## src/rtl/lane_release_buffer.sv

```systemverilog
module lane_release_buffer #(
  parameter int LANES = 4,
  parameter int DW    = 16,
  parameter int K     = 32,
  parameter int DEPTH = 32,
  localparam int KW = $clog2(K + 1),
  localparam int MW = $clog2(K),
  localparam int AW = $clog2(DEPTH)
) (
  input  logic                clk,
  input  logic                rst_n,
  input  logic                align_pulse,
  input  logic [KW-1:0]       rbd,
  input  logic [LANES-1:0]    lane_valid,
  input  logic [LANES-1:0]    lane_start,
  input  logic [LANES*DW-1:0] lane_data,
  output logic [LANES*DW-1:0] out_data,
  output logic                ready,
  output logic [MW-1:0]       last_arrival,
  output logic                overflow,
  output logic                align_err
);

  logic [MW-1:0]    mf;
  logic             aligned;
  logic [LANES-1:0] armed;
  logic             all_in;
  logic [AW:0]      rd;
  logic [LANES-1:0] wr_en;
  logic [LANES-1:0] ovf_hit;

  wire [MW-1:0]    rel_pos  = (rbd == '0 || rbd >= KW'(K)) ? '0 : MW'(rbd);
  wire             mf_last  = (mf == MW'(K - 1));
  wire             flush    = |(armed & ~lane_valid);
  wire [LANES-1:0] armed_nx = armed | (lane_valid & lane_start);
  wire             arrive   = (&armed_nx) && !(&armed);
  wire             go       = aligned && all_in && !ready && (mf == rel_pos) && !flush;

  assign wr_en = lane_valid & armed_nx;

  always_ff @(posedge clk or negedge rst_n) begin
    if (!rst_n) begin
      mf        <= '0;
      aligned   <= 1'b0;
      align_err <= 1'b0;
    end else if (align_pulse && !aligned) begin
      mf      <= '0;
      aligned <= 1'b1;
    end else begin
      if (align_pulse && !mf_last) align_err <= 1'b1;
      mf <= mf_last ? '0 : mf + MW'(1);
    end
  end

  always_ff @(posedge clk or negedge rst_n) begin
    if (!rst_n) begin
      armed        <= '0;
      all_in       <= 1'b0;
      rd           <= '0;
      ready        <= 1'b0;
      last_arrival <= '0;
      overflow     <= 1'b0;
    end else if (flush) begin
      armed  <= '0;
      all_in <= 1'b0;
      rd     <= '0;
      ready  <= 1'b0;
    end else begin
      armed <= armed_nx;
      if (|ovf_hit) overflow <= 1'b1;
      if (arrive) begin
        all_in       <= 1'b1;
        last_arrival <= mf;
      end
      if (go) ready <= 1'b1;
      if (go || ready) rd <= rd + 1'b1;
    end
  end

  for (genvar g = 0; g < LANES; g++) begin : g_lane
    logic [AW:0]   wr;
    logic [DW-1:0] mem [DEPTH];
    logic [DW-1:0] q;
    wire  [AW:0]   fill = wr - rd;
    wire           full = (fill == (AW+1)'(DEPTH));

    assign ovf_hit[g] = wr_en[g] && full;
    assign out_data[g*DW +: DW] = q;

    always_ff @(posedge clk or negedge rst_n) begin
      if (!rst_n)                  wr <= '0;
      else if (flush)              wr <= '0;
      else if (wr_en[g] && !full)  wr <= wr + 1'b1;
    end

    always_ff @(posedge clk) begin
      if (wr_en[g] && !full && !flush) mem[wr[AW-1:0]] <= lane_data[g*DW +: DW];
      if (go || ready) q <= mem[rd[AW-1:0]];
    end

    assert_fill_bound_R6: assert property (@(posedge clk) disable iff (!rst_n)
      fill <= (AW+1)'(DEPTH));
  end

  assert_release_needs_align_R2: assert property (@(posedge clk) disable iff (!rst_n)
    ready |-> aligned);
  assert_release_at_point_R3: assert property (@(posedge clk) disable iff (!rst_n)
    $rose(ready) |-> ($past(mf) == $past(rel_pos)) && $past(all_in));
  assert_counter_range_R2: assert property (@(posedge clk) disable iff (!rst_n)
    mf <= MW'(K - 1));
  assert_no_overflow_clear_R6: assert property (@(posedge clk) disable iff (!rst_n)
    overflow |=> overflow);
  assert_align_err_sticky_R7: assert property (@(posedge clk) disable iff (!rst_n)
    align_err |=> align_err);
  assert_flush_drops_ready_R8: assert property (@(posedge clk) disable iff (!rst_n)
    (ready && flush) |=> !ready);

endmodule

```

## config.mk

```make
export PLATFORM = sky130hd
export DESIGN_NAME = lane_release_buffer
export DESIGN_NICKNAME = d
export VERILOG_FILES = /design/src/rtl/lane_release_buffer.sv
export SDC_FILE = /design/constraint.sdc
export NUM_CORES = 2
export LEC_CHECK = 0
export ABC_AREA = 0
export CAP_MARGIN = 20
export CORE_MARGIN = 3
export CORE_UTILIZATION = 55
export DETAILED_ROUTE_END_ITERATION = 10
export PLACE_DENSITY_LB_ADDON = 0.2
export SKIP_LAST_GASP = 1
export SLEW_MARGIN = 20
export SYNTH_ARGS = -nofsm -noshare
export SYNTH_HDL_FRONTEND = slang
export SYNTH_SLANG_ARGS = --single-unit
```

## constraint.sdc

```tcl
create_clock -name clk -period 8.2 [get_ports clk]
set_input_delay 1.23 -clock clk [delete_from_list [all_inputs] [get_ports clk]]
set_output_delay 1.23 -clock clk [all_outputs]
set_load 0.02 [all_outputs]
```

; ---- Word level (Yosys, flattened, before mapping)
; Memory sizes are Yosys's and may differ from the RTL's. A register that Yosys moved wholly into a read port is not among the register bits.
; Index checks and enable logic that the tools add are counted.
[totals]
input_bits = 81
n_memories = 4
wordCells = 112
latchBits = 0
output_inout_bits = 72
ff_bits = 49
rom_bits = 0
ramBits = 2048
[mem_list]
columns = name, depth, width, rd, rd_ports_with_merged_regs, write_ports, line_no
row1 = g_lane[0].mem, 32, 16, 1, 1, 1, 82  ; logic [DW-1:0] mem [DEPTH];
row2 = g_lane[1].mem, 32, 16, 1, 1, 1, 82
row3 = g_lane[2].mem, 32, 16, 1, 1, 1, 82
row4 = g_lane[3].mem, 32, 16, 1, 1, 1, 82
[classes]
n_addsub = 10
mux = 26
shifts = 0
magnitude_cmp = 1
multipliers = 0
n_eq_ne = 6
n_div = 0
bitwise = 7
n_reduce_logical = 45
[ops]
columns = op, n
row1 = 6-bit two-way mux, 10
row2 = 6-bit by 1-bit adder with 6-bit output (second input constant), 5
row3 = 6-bit == test (second input constant), 4
row4 = 6-bit subtractor, 4
row5 = 1-bit logical AND, 19
row6 = 5-bit two-way mux, 3
row7 = 2-bit nonzero test, 7
row8 = 4-bit AND, 3
row9 = 1-bit two-way mux, 12
row10 = 1-bit zero test, 9
row11 = 4-bit AND reduction, 2
row12 = 4-bit OR reduction, 2
row13 = 6-bit >= comparator (second input constant), 1
row14 = 6-bit zero test, 1
row15 = 2-bit AND reduction, 3
row16 = 5-bit by 1-bit adder with 5-bit output (second input constant), 1
row17 = 5-bit == test, 1
row18 = 5-bit == test (second input constant), 1
row19 = 4-bit two-way mux, 1
row20 = 4-bit inverter, 1
row21 = 4-bit OR, 1
row22 = 1-bit logical OR, 2
row23 = 1-bit inverter, 2

; ---- Logic depth before layout (Yosys ltp)
[logic_depth]
word_depth = 9
ltp_mapped = 12
ltp_nobuf = 8

; ---- Least setup slack after synthesis
; Ideal clock, no wire load.
[synth_path]
kind = register to register
start = register rd[2]
end = memory g_lane[1].mem[12][0], enable pin
t_required_ns = 7.812
period_less_slack_ns = 3.941
setup_time_ns = 0.388
arrival_ns = 3.553
path_stages_with_launch = 13
path_buffers = 4
slack_ns = 4.259
path_cell_list = dfrtp_1 -> clkbuf_1 -> clkbuf_1 -> clkbuf_1 -> inv_1 -> ha_1 -> or2_1 -> o221ai_1 -> a2bb2oi_1 -> and3_1 -> clkbuf_1 -> o211ai_1 -> nor2_1
[synth_between]
elab_chain_cells = 7
[synth_rtl]
columns = element, line_no
row1 = from (decl), 28  ; logic [AW:0] rd;
row2 = from (signal assigned), 76  ; if (go || ready) rd <= rd + 1'b1;
row3 = 6-bit subtractor, 84  ; wire [AW:0] fill = wr - rd;
row4 = 6-bit == test, 85  ; wire full = (fill == (AW+1)'(DEPTH));
row5 = 1-bit zero test, 97  ; if (wr_en[g] && !full && !flush) mem[wr[AW-1:0]] <= lane_data[g*DW +: DW];
row6 = 1-bit logical AND (2 in series), 97
row7 = 1-bit two-way mux, 97
row8 = 1-bit two-way mux (implied by the code), 97
row9 = to (decl), 82
; Every way passes these cells.

; ---- Worst setup path in the final report
[layout_path]
start = register rd[3]
end = memory g_lane[2].mem[15][13], enable pin
[layout_between]
elab_chain_cells = 7
[layout_rtl]
columns = element, line_no
row1 = 6-bit subtractor, 84
row2 = 6-bit == test, 85
row3 = 1-bit zero test, 97
row4 = 1-bit logical AND (2 in series), 97
row5 = 1-bit two-way mux, 97
row6 = 1-bit two-way mux (implied by the code), 97
row7 = to (decl), 82
; Every way passes these cells.

==> flow_metrics.tcl <==
set metrics [dict create \
    cap_violations 0 \
    wirelength_um 187200 \
    crit_family "simple AND/OR/NAND/NOR gates" \
    yosysUniqueCellTypes 65 \
    critPathBufInv 1 \
    synth_flop_cell "edfxtp_1" \
    initial_core_util_pct 55.71 \
    fill_cells 10119 \
    die_area_um2 157300 \
    first_iter_violations 4280 \
    root_buffer "clkbuf_16" \
    first_global_vias 38979 \
    synth_top_family_by_area "multiplexers" \
    postLayoutCellArea_um2 94600 \
    htreeDepth 4 \
    wl_per_cell_um 30.47 \
    pwr_density_cell_nw_per_um2 246.5 \
    crit_chain "inv_8 -> ha_1 -> and2_1 -> o2111ai_1 -> and4_1 -> a21o_1 -> nand4_1 -> nor2_2" \
    synth_mux_area_share_pct 17.44 \
    viasPerCell 6.243 \
    synthCells 3685 \
    die_h_um 396.7 \
    synth_edf_count 2112 \
    peakVddDrop_mv 0.2313 \
    status "finished clean" \
    dp_hpwl_um 110100 \
    slew_viol_final 0 \
    rsz0062_at_grt "false" \
    worstMarginPinSlew_ns 1.121 \
    vias 38362 \
    io_buffers 152 \
    grt_max_degree 156 \
    synth_nets 3805 \
    synth_largest_area_cell "edfxtp_1" \
    async_flop_share_pct 2.267 \
    syn_avg_cell_area_um2 22.78 \
    netlist_area_um2 83940 \
    rows 142 \
    grt_pass1_wl_um 275100 \
    holdWs_ns 0.4725 \
    area_growth_pct 12.70 \
    synth_top_area_share_pct 75.55 \
    ys_seq_area_share_pct 77.02 \
    setup_tns_ns 0 \
    cts.sinks 2161 \
    timing.fmax_ghz 0.1851 \
    postCtsSetupRepairBufs 0 \
    num-nets-final 4068 \
    overflow 0 \
    path_class "reg -> reg" \
    fp.coreArea_um2 150700 \
    layout-drive-gt1-share_pct 27.90 \
    die_w_um 396.7 \
    crit_path_max_incr_delay_ns 1.16 \
    clk_latency_ns 0.83 \
    ys_ff_latch 2161 \
    worstSetupEndpointType "flip-flop" \
    hp-class "reg -> reg" \
    antenna_found_initial 9 \
    synthAdderAreaFrac_pct 0.5813 \
    synth-compound-area-share_pct 0.8824 \
    required_ns 8.62 \
    pin_count 153 \
    hold_violations 0 \
    min_period_over_period_pct 65.90 \
    clock_path_buffers 3 \
    cts_buffers 209 \
    place.gp.congestion 0.8051 \
    cts_tree "yes" \
    crit_path_top_delay_cell "nor2_2" \
    synth_xor_area_share_pct 0.1982 \
    drcViolationCount 0 \
    post_cts_resized 0 \
    arrival_ns 5.82 \
    crit_path_start_kind "flip-flop" \
    place_area_um2 88000 \
    hold_buffers 0 \
    drt-pass1-iter-count 7 \
    synth.area.top_cells "edfxtp_1, mux4_2, dfrtp_1" \
    leakagePower_nw 29.02 \
    synthSimpleGateAreaFrac_pct 2.713 \
    utilization_pct 62.79 \
    fin_skew_ns 0.03004 \
    clkSlewWorstSetupHoldPaths_ns 0.06 \
    critPathMaxFanout 82 \
    ant_nets 0 \
    yosys_warnings 0 \
    grt_use_total_pct 24.31 \
    setup_viol 0 \
    timing.slew.headroom_pct 25.22 \
    fin_crit_ns 5.404 \
]
==> tightest hold or removal path, cell delays in order, from the launching register on <==
cell and delay, ns:
dfrtp_1 0.34, nand2_1 0.05, nand2_1 0.05
==> final timing paths <==
kind | from | to | slack [ns] | cells past startpoint
max reg2reg | rd[3]$_DFFE_PN0P_ | g_lane[2].mem[15][13]$_DFFE_PP_ | 2.80 | 8
min in group asynchronous | rst_n | last_arrival[2]$_DFFE_PN0P_ | 0.54 | 2
max in group asynchronous | rst_n | rd[0]$_DFFE_PN0P_ | 7.02 | 2
max | rd[3]$_DFFE_PN0P_ | g_lane[2].mem[15][13]$_DFFE_PP_ | 2.80 | 8
min reg2reg | all_in$_DFFE_PN0P_ | all_in$_DFFE_PN0P_ | 0.47 | 2
min | all_in$_DFFE_PN0P_ | all_in$_DFFE_PN0P_ | 0.47 | 2
==> where the power goes <==
part	internal, mW	leakage (nW)	switching, mW
Clock	5.24	3.21	3.94
Sequential	12.4	19.6	0.129
Combinational	0.582	6.17	1.05
Total	18.2	29.0	5.12
==> metrics by stage <==
step | worst slack, ns | std cells | power, mW
floorplan | 4.259 | 3685 | 13.62
global placement | 2.967 | 5752 | 14.34
detailed placement | 2.810 | 5752 | 14.37
CTS | 2.803 | 6140 | 23.47
global route | 2.568 | 6141 | 24.05
finish | 2.796 | 6145 | 23.32
==> sequential cells by signal, summed over array words and instances, names as in the netlist, 4 cells and up <==
register,cells
armed,4
mf,5
rd,6
g_lane.mem,2048
g_lane.wr,24
g_lane.q,64
last_arrival,5
==> routing by layer <==
layer	vias to the layer above	share of wire [%]	global-route usage, %
met5	-	0.018	0
met4	6	2.1	5.983
met3	255	8.0	4.864
met2	1639	49	38.42
met1	20409	41	35.62
li1	16053	-	-
==> synth_stat cells, types with 4 or more instances <==
cell type,instances
buf_6,6
or3_1,9
ha_1,39
buf_1,22
buf_4,27
nand3b_1,9
xnor2_1,7
buf_2,38
clkbuf_1,88
nand3_1,25
and4_1,8
dfrtp_1,49
and3b_1,4
nand2_1,235
nor3b_1,4
and3_1,5
or3b_2,4
o211ai_1,5
inv_1,26
and2_1,30
nor2b_1,4
o22ai_1,5
mux2i_1,15
nand2b_1,18
a21o_1,7
xor2_1,7
o21ai_0,17
nand4_1,7
mux4_2,640
nor2_1,121
mux2_2,7
edfxtp_1,2112
a21oi_1,22
nor3_1,11
a31oi_1,4
o221ai_1,4
==> cell type report <==
class	instances	area [um2]	share of cell area, %
clock buffer	274	5808	6.140
multi-input combinational	1315	18570	19.63
clock inverter	114	774.5	0.8187
inverter	28	120.1	0.1270
antenna	4	10.01	0.01058
sequential	2161	64660	68.35
timing repair buffer	233	2135	2.256
tap	2016	2522	2.666
==> placed cells by master, fill, tap and decap left out, types with 10 or more instances in the layout <==
| cell | synthesis | routed |
|---|---|---|
| nor2_2 | 0 | 94 |
| clkbuf_1 | 88 | 44 |
| mux2i_1 | 15 | 15 |
| and2_1 | 30 | 30 |
| clkbuf_16 | 0 | 220 |
| buf_4 | 27 | 76 |
| mux4_2 | 640 | 640 |
| edfxtp_1 | 2112 | 2112 |
| clkdlybuf4s50_1 | 0 | 139 |
| clkinv_1 | 0 | 56 |
| nand2_1 | 235 | 235 |
| inv_1 | 26 | 25 |
| buf_2 | 38 | 13 |
| nand3_1 | 25 | 25 |
| ha_1 | 39 | 39 |
| clkbuf_8 | 0 | 10 |
| o21ai_0 | 17 | 17 |
| nor3_1 | 11 | 11 |
| a21oi_1 | 22 | 21 |
| dfrtp_1 | 49 | 44 |
| clkinv_2 | 0 | 33 |
| nand2b_1 | 18 | 18 |
| nor2_1 | 121 | 26 |
==> kinds of logic after synthesis <==
group	count (synthesis)
DFF	2161
buffers and inverters	209
muxes	662
AOI/OAI and AO/OA	95
xor gates and xnor gates	16
and+or+nand+nor	503
adders and majority gates	39
No activity file was read; power rests on OpenSTA's default activity.
